--- config.mk ---
export PLATFORM = sky130hd
export DESIGN_NAME = pc_sequencer
export DESIGN_NICKNAME = d
export VERILOG_FILES = /design/src/rtl/pc_seq_pkg.sv /design/src/rtl/pc_seq_ctrl.sv /design/src/rtl/pc_seq_fields.sv /design/src/rtl/pc_seq_dp.sv /design/src/rtl/pc_sequencer.sv
export SDC_FILE = /design/constraint.sdc
export NUM_CORES = 1
export LEC_CHECK = 0
export ABC_AREA = 1
export BUFFER_PORTS_ARGS = -buffer_cell sky130_fd_sc_hd__buf_2
export CAP_MARGIN = 25
export CORE_UTILIZATION = 25
export CTS_BUF_LIST = sky130_fd_sc_hd__clkbuf_8
export DETAILED_ROUTE_END_ITERATION = 8
export PLACE_DENSITY_LB_ADDON = 0.05
export RECOVER_POWER = 100
export SKIP_LAST_GASP = 1
export SLEW_MARGIN = 30
export SYNTH_ARGS = -nofsm -noshare
export SYNTH_HDL_FRONTEND = slang
export SYNTH_SLANG_ARGS = --single-unit
--- constraint.sdc ---
create_clock -name clk -period 2.9 [get_ports clk]
set_input_delay 0.87 -clock clk [delete_from_list [all_inputs] [get_ports clk]]
set_output_delay 0.87 -clock clk [all_outputs]
set_load 0.05 [all_outputs]
--- src/rtl/pc_seq_pkg.sv ---
`timescale 1ns/1ps
package pc_seq_pkg;
  localparam int INSTR_W = 32;
  localparam int IMM_W   = 16;
  localparam int TGT_W   = 26;
  localparam int OP_W    = 6;
  localparam int REG_W   = 5;
  localparam int STEP    = 4;

  // strobes from the next-address control to the datapath
  typedef struct packed {
    logic useBranch;
    logic useJump;
  } pcStrobes_t;
endpackage

--- src/rtl/pc_seq_ctrl.sv ---
`timescale 1ns/1ps
module pc_seq_ctrl
  import pc_seq_pkg::*;
(
  input  logic       branchSel,
  input  logic       aluZero,
  input  logic       jumpEn,
  output pcStrobes_t strobes
);
  always_comb begin
    strobes.useJump   = jumpEn;
    // branch only when control asks for it and the compare was equal
    strobes.useBranch = branchSel & aluZero & ~jumpEn;
  end
endmodule

--- src/rtl/pc_seq_fields.sv ---
`timescale 1ns/1ps
module pc_seq_fields
  import pc_seq_pkg::*;
(
  input  logic [INSTR_W-1:0] instrWord,
  output logic [OP_W-1:0]    opField,
  output logic [REG_W-1:0]   rsField,
  output logic [REG_W-1:0]   rtField,
  output logic [REG_W-1:0]   rdField,
  output logic [IMM_W-1:0]   immField,
  output logic [TGT_W-1:0]   tgtField
);
  localparam int OP_LO = INSTR_W - OP_W;
  localparam int RS_LO = OP_LO - REG_W;
  localparam int RT_LO = RS_LO - REG_W;
  localparam int RD_LO = RT_LO - REG_W;

  always_comb begin
    opField  = instrWord[INSTR_W-1:OP_LO];
    rsField  = instrWord[OP_LO-1:RS_LO];
    rtField  = instrWord[RS_LO-1:RT_LO];
    rdField  = instrWord[RT_LO-1:RD_LO];
    immField = instrWord[IMM_W-1:0];
    tgtField = instrWord[TGT_W-1:0];
  end
endmodule

--- src/rtl/pc_seq_dp.sv ---
`timescale 1ns/1ps
module pc_seq_dp
  import pc_seq_pkg::*;
#(
  parameter int              ADDR_W     = 32,
  parameter logic [ADDR_W-1:0] RESET_ADDR = '0
) (
  input  logic              clk,
  input  logic              rst,
  input  pcStrobes_t        strobes,
  input  logic [IMM_W-1:0]  immField,
  input  logic [TGT_W-1:0]  tgtField,
  output logic [ADDR_W-1:0] pcAddr
);
  localparam int SEXT_W = ADDR_W - IMM_W - 2;
  localparam int HI_W   = ADDR_W - TGT_W - 2;

  logic [ADDR_W-1:0] pcReg;
  logic [ADDR_W-1:0] pcPlus4;
  logic [ADDR_W-1:0] branchOfs;
  logic [ADDR_W-1:0] branchTgt;
  logic [ADDR_W-1:0] jumpTgt;
  logic [ADDR_W-1:0] nextPc;

  always_comb begin
    pcPlus4   = pcReg + ADDR_W'(STEP);
    branchOfs = {{SEXT_W{immField[IMM_W-1]}}, immField, 2'b00};
    branchTgt = pcPlus4 + branchOfs;
    jumpTgt   = {pcPlus4[ADDR_W-1 -: HI_W], tgtField, 2'b00};
  end

  // jump wins over branch, branch over sequential
  always_comb begin
    if (strobes.useJump)        nextPc = jumpTgt;
    else if (strobes.useBranch) nextPc = branchTgt;
    else                        nextPc = pcPlus4;
  end

  always_ff @(posedge clk) begin
    if (rst) pcReg <= RESET_ADDR;
    else     pcReg <= nextPc;
  end

  assign pcAddr = pcReg;
endmodule

--- src/rtl/pc_sequencer.sv ---
`timescale 1ns/1ps
module pc_sequencer
  import pc_seq_pkg::*;
#(
  parameter int                ADDR_W     = 32,
  parameter logic [ADDR_W-1:0] RESET_ADDR = '0
) (
  input  logic              clk,
  input  logic              rst,
  input  logic              branchSel,
  input  logic              aluZero,
  input  logic              jumpEn,
  input  logic [31:0]       instrWord,
  output logic [ADDR_W-1:0] pcAddr,
  output logic [5:0]        opField,
  output logic [4:0]        rsField,
  output logic [4:0]        rtField,
  output logic [4:0]        rdField,
  output logic [15:0]       immField
);
  pcStrobes_t       strobes;
  logic [TGT_W-1:0] tgtField;

  pc_seq_ctrl u_ctrl (
    .branchSel (branchSel),
    .aluZero   (aluZero),
    .jumpEn    (jumpEn),
    .strobes   (strobes)
  );

  pc_seq_fields u_fields (
    .instrWord (instrWord),
    .opField   (opField),
    .rsField   (rsField),
    .rtField   (rtField),
    .rdField   (rdField),
    .immField  (immField),
    .tgtField  (tgtField)
  );

  pc_seq_dp #(.ADDR_W(ADDR_W), .RESET_ADDR(RESET_ADDR)) u_dp (
    .clk      (clk),
    .rst      (rst),
    .strobes  (strobes),
    .immField (immField),
    .tgtField (tgtField),
    .pcAddr   (pcAddr)
  );
endmodule

==> results of run 1 <==
-- stage by stage --
step / setup slack (ns) / util (%) / setup TNS [ns] / cell area (µm²) / hold WS (ns)
final: 0.1521 / 37.91 / 0 / 6879 / 0.6873
after global routing: -0.05112 / 37.91 / -0.1705 / 6879 / 0.7341
after CTS: -0.006433 / 34.25 / -0.006433 / 6215 / 0.6924
after detailed placement: -0.1957 / 33.22 / -1.015 / 6028 / 0.6795
after global placement: -0.1823 / 33.22 / -1.016 / 6028 / 0.6820
after floorplan: 0.03046 / - / 0 / 4681 / 0.7421
-- power by group through the flow --
stage          logic (W)  clock network, W  registers, W
5_1_grt          0.00141          0.000357      0.000494
2_1_floorplan   0.000622                 0      0.000603
3_3_place_gp     0.00115                 0      0.000493
6_report         0.00130          0.000333      0.000489
4_1_cts          0.00117          0.000347      0.000484
3_5_place_dp     0.00114                 0      0.000493
-- path summary, 6_finish.rpt --
check	cells past startpoint	slack, ns	end
worst max-delay path	20	0.15	u_dp.pcAddr[23]
worst min-delay path	6	0.69	u_dp.pcAddr[31]
worst max register to register	20	0.15	u_dp.pcAddr[23]
worst min register to register	6	0.69	u_dp.pcAddr[31]
-- kinds of logic (layout without fill, tap and decap cells) --
| group | after synthesis | in the layout | synth area share, % |
|---|---|---|---|
| AND/OR/NAND/NOR | 443 | 443 | 41.26 |
| adder cells (fa/ha/maj) | 38 | 38 | 10.33 |
| XOR/XNOR | 23 | 23 | 4.308 |
| buffers and inverters | 187 | 365 | 18.30 |
| flip-flops | 30 | 30 | 12.84 |
| AO/OA/AOI/OAI | 112 | 112 | 12.87 |
| other | 1 | 2 | 0.08020 |
-- final cells by class --
class | instances | area (µm²) | share of cell area (%)
Clock buffer | 5 | 68.82 | 1.000
Clock inverter | 2 | 10.01 | 0.1455
Inverter | 138 | 518.0 | 7.530
Multi-Input combinational cell | 618 | 3924 | 57.04
Sequential cell | 30 | 628.1 | 9.131
Tap cell | 229 | 286.5 | 4.165
Timing Repair Buffer | 220 | 1444 | 20.99
-- Yosys cell counts, types with 3 or more instances --
cell      count  area [µm²]
buf_2         3       15.01
nor3_1        7       35.03
clkbuf_1      6       22.52
buf_4        40       300.3
nand2_2       6       37.54
nor3_2        4       40.04
nand3_1      56       280.3
nor2_4        5       56.30
nor2_1       70       262.8
nor2_2        5       31.28
ha_1         37       462.9
xor2_1       16       140.1
dfxtp_1      30       600.6
o21ai_0      37       185.2
a31oi_1       6       37.54
xnor2_1       7       61.31
nand2_1     265       994.7
nand3b_1      4       30.03
inv_1       130       488.0
nand4_1      12       75.07
a21oi_1      51       255.2
nand3_2       3       30.03
o21bai_1      4       30.03
o211ai_1      3       22.52
inv_2         6       22.52
o21ai_1       6       30.03
-- per-layer routing --
metal | GRT usage, % | vias up | wire length (µm)
li1 | - | 2941 | -
met1 | 29.43 | 2504 | 10080
met2 | 32.85 | 105 | 8879
met3 | 0.7251 | 17 | 521
met4 | 6.023 | 0 | 385
met5 | 0 | - | 0
-- worst reg2reg max path, stage by stage (launching register included) --
cell and delay (ns):
dfxtp_2 0.33, buf_4 0.13, nand2_2 0.07, nor2_2 0.15, nand2_1 0.08, nor2_1 0.09
nand2_1 0.11, xor2_2 0.27, inv_2 0.09, buf_4 0.14, ha_2 0.19, a21oi_4 0.20
buf_6 0.12, nor2_1 0.03, nor2_1 0.11, nand2_2 0.08, inv_1 0.07, nand2_1 0.05
nand2_1 0.06, nand3_2 0.10, a21oi_4 0.20
-- repair_timing --
action,in CTS,in global routing
setup buffers,2,3
endpoints found under the setup margin,16,22
hold buffers,0,0
pin swaps,5,29
gates resized for setup,25,146
==> impl_metrics.csv, run 1 <==
group,metric,value,unit
timing,period_minus_slack,2.748,ns
worst_setup_path,arrival,2.96,ns
detailed_routing,wl_per_cell,15.99,µm
synthesis,syn_area,4676,µm²
worst_setup_path,setup.worst_path.start,"u_dp.pcAddr[13]",
synthesis,yosysSeqAreaShare,12.84,%
final_layout,final_cell_mix,"236 x nand2_1, 126 x inv_1, 126 x buf_4",
floorplan,ioPinCount,106,
power_and_ir_drop,intPower,0.001091,W
power_and_ir_drop,vdd_ir_drop_max,0.0001261,V
synthesis,yosysUniqueCellTypes,39,
detailed_routing,dr_total_vias,5567,
worst_setup_path,cp_slowest_cell,"dfxtp_2",
status,violations,"design-rule violations",
timing,finalMaxSlewViolations,0,
timing,rsz0062_at_grt,"yes",
power_and_ir_drop,combPwrFrac,61.2,%
clock_network,clock_path_buffers,2,
place,hpwl,16820,µm
synthesis,synth_warnings,0,
clock_network,cts_max_level,2,
place,finalWeightedCongestion,0.8466,
power_and_ir_drop,leakagePower,3.592,nW
detailed_routing,drtAntennaViolNets,0,
final_layout,layout-drive-gt1-share,39.59,%
place,portBuffers,91,
global_route,overflow,0,
global_route,grt_max_degree,25,
hold_path,hp-start,"u_dp.pcAddr[31]",
detailed_routing,drt_pass1_iterations,7,
timing,fin_crit_sh,94.75,%
global_route,grt_first_pass_wirelength,30010,µm
detailed_routing,avgViaCountPerCell,4.482,
worst_setup_path,path_buf_inv,5,
worst_setup_path,worstPathMaxFanout,4,
clock_network,insertion_delay,0.29,ns
worst_setup_path,criticalPathCategory,"register to register",
final_layout,final_cells,1242,
power_and_ir_drop,swShare,48.53,%
final_layout,largest_register_ff_count,30,
timing,slew_headroom,59.24,%
worst_setup_path,critPathTopFamily,"simple AND/OR/NAND/NOR gates",
global_route,grt_pass1_vias,5322,
synthesis,ys.flop_type,"dfxtp_1",
clock_network,cts_tree,"done",
timing,tightest_slew,0.6107,ns
synthesis,synth_edf_count,0,
worst_setup_path,r2r_start,"u_dp.pcAddr[13]",
timing,hold_violations,0,
hold_path,hp-class,"register to register",
worst_setup_path,crit_path_frequent_cell,"nand2_1",
synthesis,ys_ff_latch,30,
power_and_ir_drop,p_total,0.002119,W
clock_network,cts-root-buf,"clkbuf_8",
final_layout,syn_to_final_growth,47.12,%
status,status,"finished with violations",
power_and_ir_drop,power_frac_seq,23.1,%
final_layout,n_fill_cell,2053,
worst_setup_path,slowest_delay,0.33,ns
floorplan,fp.coreArea,18150,µm²
detailed_routing,post-route-drc-count,11,
run,max-cap-violations,0,
power_and_ir_drop,powerDensity,308.0,nW/µm²
detailed_routing,wl,19860,µm
clock_network,clk_pin_slew,0.07,ns
place,placed_cells,1230,
worst_setup_path,cp_data_required_time,3.11,ns
synthesis,avgSynthCellArea,5.606,µm²
floorplan,initial_core_util,25.77,%
power_and_ir_drop,switchingPower,0.001028,W
power_and_ir_drop,p_clk_share,15.7,%
floorplan,dieWidth,138.8,µm
timing,skew,0.006496,ns
synthesis,synthCells,834,
clock_network,clock-sinks,30,
worst_setup_path,worstSetupStartpointType,"register",
floorplan,die_h,138.8,µm
clock_network,cts_buffers,5,
final_layout,final_common_cell,"nand2_1",
detailed_routing,drt_iter0_drc,315,
final_layout,nNetsFinal,1088,
timing,fmax,363.9,MHz
floorplan,fp.dieArea,19250,µm²
timing,setup_violations,0,
worst_setup_path,cp_cell_sequence,"buf_4 -> nand2_2 -> nor2_2 -> nand2_1 -> nor2_1 -> nand2_1 -> xor2_2 -> inv_2 -> buf_4 -> ha_2 -> a21oi_4 -> buf_6 -> nor2_1 -> nor2_1 -> nand2_2 -> inv_1 -> nand2_1 -> nand2_1 -> nand3_2 -> a21oi_4",
global_route,antenna_found_initial,0,
final_layout,diodes,0,
floorplan,rows,49,
synthesis,async_flop_share,0,%
global_route,track_usage,20.40,%
worst_setup_path,worstSetupEndpointType,"register",
Power figures use the tool's default switching activity.
==> run 2: changes to the inputs <==
- ABC_AREA: 1 -> unset
==> run 2 against run 1 <==
Against the previous run:
- the run ends with max-capacitance violations, max-slew violations, negative setup slack left
- setup slack worse by 0.52 ns
- non-clock buffer count up 91
- combinational power is 21% higher
- final cell count shrank 18%
- fmax decreased by 16%
- register-to-register slack lost 0.52 ns
- count of clock-buffer cells in the layout unchanged
- sequential power decreased by 3%
- via count fell by 9.3%
- utilization up 7.1 points
- sequential share of layout area rose by 0.16 points
- clock power up 44%
==> impl_metrics.csv, run 2 <==
group,metric,value,unit
worst_setup_path,slowest_delay,0.35,ns
power_and_ir_drop,vdd_ir_drop_max,0.0001775,V
timing,slew_headroom,-1.970,%
timing,fmax,306.0,MHz
final_layout,final_cell_mix,"198 x buf_4, 60 x clkbuf_1, 47 x nor2_1",
global_route,antenna_found_initial,0,
detailed_routing,wl,18280,µm
global_route,track_usage,22.12,%
power_and_ir_drop,powerDensity,354.0,nW/µm²
synthesis,syn_area,4045,µm²
detailed_routing,post-route-drc-count,0,
place,placed_cells,974,
floorplan,die_h,129.2,µm
clock_network,cts_tree,"done",
synthesis,synth.most_common_cell,"nor2_1",
synthesis,synth_edf_count,0,
synthesis,yosysSeqAreaShare,14.85,%
worst_setup_path,timing.rr.end,"u_dp.pcAddr[31]",
worst_setup_path,worstPathMaxFanout,3,
synthesis,synth_top_area_share,14.85,%
floorplan,fp.dieArea,16690,µm²
final_layout,diodes,0,
timing,rsz0062_at_grt,"yes",
timing,period_minus_slack,3.268,ns
floorplan,ioPinCount,106,
place,finalWeightedCongestion,0.8455,
worst_setup_path,cp_slowest_cell,"dfxtp_4",
worst_setup_path,path_buf_inv,1,
timing,hold_violations,0,
timing,finalMaxSlewViolations,23,
synthesis,ys_ff_latch,30,
worst_setup_path,worstSetupEndpointType,"register",
hold_path,hold-path-cell-count,4,
detailed_routing,wl_per_cell,17.90,µm
timing,setup_violations,19,
detailed_routing,drt_pass1_iterations,6,
clock_network,clock_path_buffers,2,
place,pre_cts_slack,-0.7974,ns
clock_network,clk_pin_slew,0.09,ns
final_layout,final_common_cell,"buf_4",
place,hpwl,14030,µm
power_and_ir_drop,leakagePower,3.143,nW
clock_network,insertion_delay,0.32,ns
synthesis,synthTopCellsByArea,"dfxtp_1 15%, ha_1 11%, buf_4 7.4%, xnor2_1 5.8%, a21oi_1 5.4%",
status,violations,"max-capacitance violations, max-slew violations, negative setup slack",
synthesis,yosysUniqueCellTypes,71,
clock_network,cts_buffers,5,
timing,finalWorstSetupSlack,-0.3677,ns
detailed_routing,avgViaCountPerCell,4.943,
floorplan,dieWidth,129.2,µm
detailed_routing,drt_iter0_drc,233,
worst_setup_path,crit_path_frequent_cell,"nand4_1",
final_layout,syn_to_final_growth,76.03,%
synthesis,yosys.area_share.adder,11.94,%
final_layout,nNetsFinal,879,
global_route,grt_max_degree,29,
hold_path,hp-class,"register to register",
clock_network,cts_max_level,2,
worst_setup_path,reg2regPathDepth,14,
worst_setup_path,cp_data_required_time,3.12,ns
synthesis,synth_compound_area_share,25.95,%
global_route,grt_pass1_vias,5075,
global_route,use_met1,29.85,%
hold_path,hp-start,"u_dp.pcAddr[31]",
floorplan,initial_core_util,25.56,%
detailed_routing,dr_total_vias,5047,
floorplan,fp.coreArea,15830,µm²
synthesis,synthTopCellsByCount,"54 x nor2_1, 46 x nand2_1, 44 x a21oi_1",
clock_network,clock-sinks,30,
worst_setup_path,critPathTopFamily,"simple AND/OR/NAND/NOR gates",
synthesis,synthCells,550,
final_layout,largest_register_ff_count,30,
synthesis,avgSynthCellArea,7.355,µm²
clock_network,cts-root-buf,"clkbuf_8",
timing,skew,0.01001,ns
worst_setup_path,arrival,3.49,ns
floorplan,rows,46,
synthesis,synthMuxAreaShare,0.7733,%
synthesis,synth_warnings,0,
worst_setup_path,cp_cell_sequence,"nand4_1 -> nor3_4 -> nand4_1 -> nor2_2 -> xnor2_2 -> ha_1 -> a21o_1 -> a211oi_2 -> nor2_1 -> o41ai_2 -> buf_4 -> mux2i_4 -> a31o_2 -> nand2_1",
hold_path,hold_end,"u_dp.pcAddr[31]",
timing,tightest_slew,1.530,ns
global_route,use_met3,3.427,%
global_route,overflow,0,
place,portBuffers,91,
final_layout,layout-drive-gt1-share,51.18,%
status,status,"finished with violations",
detailed_routing,drtAntennaViolNets,0,
run,max-cap-violations,1,
worst_setup_path,r2r_start,"u_dp.pcAddr[13]",
worst_setup_path,ff2ff_setup_slack,-0.37,ns
worst_setup_path,criticalPathCategory,"register to register",
synthesis,synth_top_family_by_area,"compound AO/OA/AOI/OAI gates",
worst_setup_path,worstSetupStartpointType,"register",
synthesis,yosys.area_share.simple,25.58,%
final_layout,n_fill_cell,1643,
global_route,gr-usage-met2,35.55,%
timing,fin_crit_sh,112.7,%
synthesis,synthXorXnorAreaFrac,9.527,%
synthesis,async_flop_share,0,%
synthesis,synth_top_area_cell,"dfxtp_1",
final_layout,final_cells,1021,
global_route,grt-busiest-layer,"met2",
worst_setup_path,setup.worst_path.start,"u_dp.pcAddr[13]",
global_route,grt_first_pass_wirelength,27660,µm
synthesis,ys.flop_type,"dfxtp_1",
## run 2: changes by cell type after synthesis, sizes merged, moves of 13 or more
cell    delta
xnor2     +20
and3      +13
nand2    -226
inv      -121
nand3     -39
a21o      +13
clkbuf    +15
o21ai     -19
nor2      -27
## run 2: area by class of cell
cell class / instances / area (µm²) / share of cell area, %
multi-input cells: 441 / 3915 / 54.98
inverters: 15 / 56.30 / 0.7907
clock inverters: 3 / 43.79 / 0.6150
well taps: 216 / 270.3 / 3.795
repair buffers: 311 / 2105 / 29.56
flip-flops and latches: 30 / 661.9 / 9.295
clock buffers: 5 / 68.82 / 0.9664
## run 2: worst register-to-register path: cells and delay by family, from the launching register on
family,cells,cell delay (ns)
XOR/XNOR,1,0.17
adder cells (fa/ha/maj),1,0.30
flip-flops,1,0.35
buffers and inverters,1,0.19
multiplexers,1,0.24
AND/OR/NAND/NOR,6,1.13
AO/OA/AOI/OAI,4,0.78
## run 2: cell families (layout without fill, tap and decap cells)
kind of cell | after synthesis | count (layout)
other | 1 | 2
DFF | 30 | 30
adders and majority gates | 38 | 38
and+or+nand+nor | 199 | 199
buffers and inverters | 80 | 334
xor gates and xnor gates | 44 | 44
AOI/OAI and AO/OA | 155 | 155
muxes | 3 | 3
## run 2: worst max-delay path by stage
stage	end	slack (ns)	depth (start not counted)
detailed placement	u_dp.pcAddr[28]	-0.80	10
finish	u_dp.pcAddr[31]	-0.37	14
global route	u_dp.pcAddr[30]	-0.53	13
floorplan	u_dp.pcAddr[31]	-0.20	14
CTS	u_dp.pcAddr[30]	-0.31	14
global placement	u_dp.pcAddr[28]	-0.86	10
## run 2: through the flow
stage	area, µm²	util [%]	setup TNS, ns	power, W	hold slack, ns
3_5_place_dp	5887	37.19	-6.766	0.001762	0.6589
3_3_place_gp	5887	37.19	-6.602	0.001769	0.6633
2_1_floorplan	4213	-	-0.8646	0.001267	0.7144
5_1_grt	7121	44.99	-7.211	0.002669	0.7291
4_1_cts	6623	41.84	-3.475	0.002396	0.6727
6_report	7121	44.99	-4.183	0.002521	0.6905
## run 2: per-layer routing
layer / part of all wire, % / up-vias
met5: 0 / -
met3: 3.6 / 27
li1: - / 2485
met2: 46 / 110
met1: 48 / 2425
met4: 2.5 / 0
## run 2: repair_timing
item	CTS	global route
gates resized for setup	93	73
hold buffers	0	0
setup endpoints to repair	21	23
gates cloned	0	0
buffers inserted	24	19
pin swaps	57	70
## run 2: power breakdown
group	internal [W]	switching [W]	total [W]
clock	0.000257	0.000222	0.000478
sequential	0.000445	0.0000290	0.000474
combinational	0.000690	0.000878	0.00157
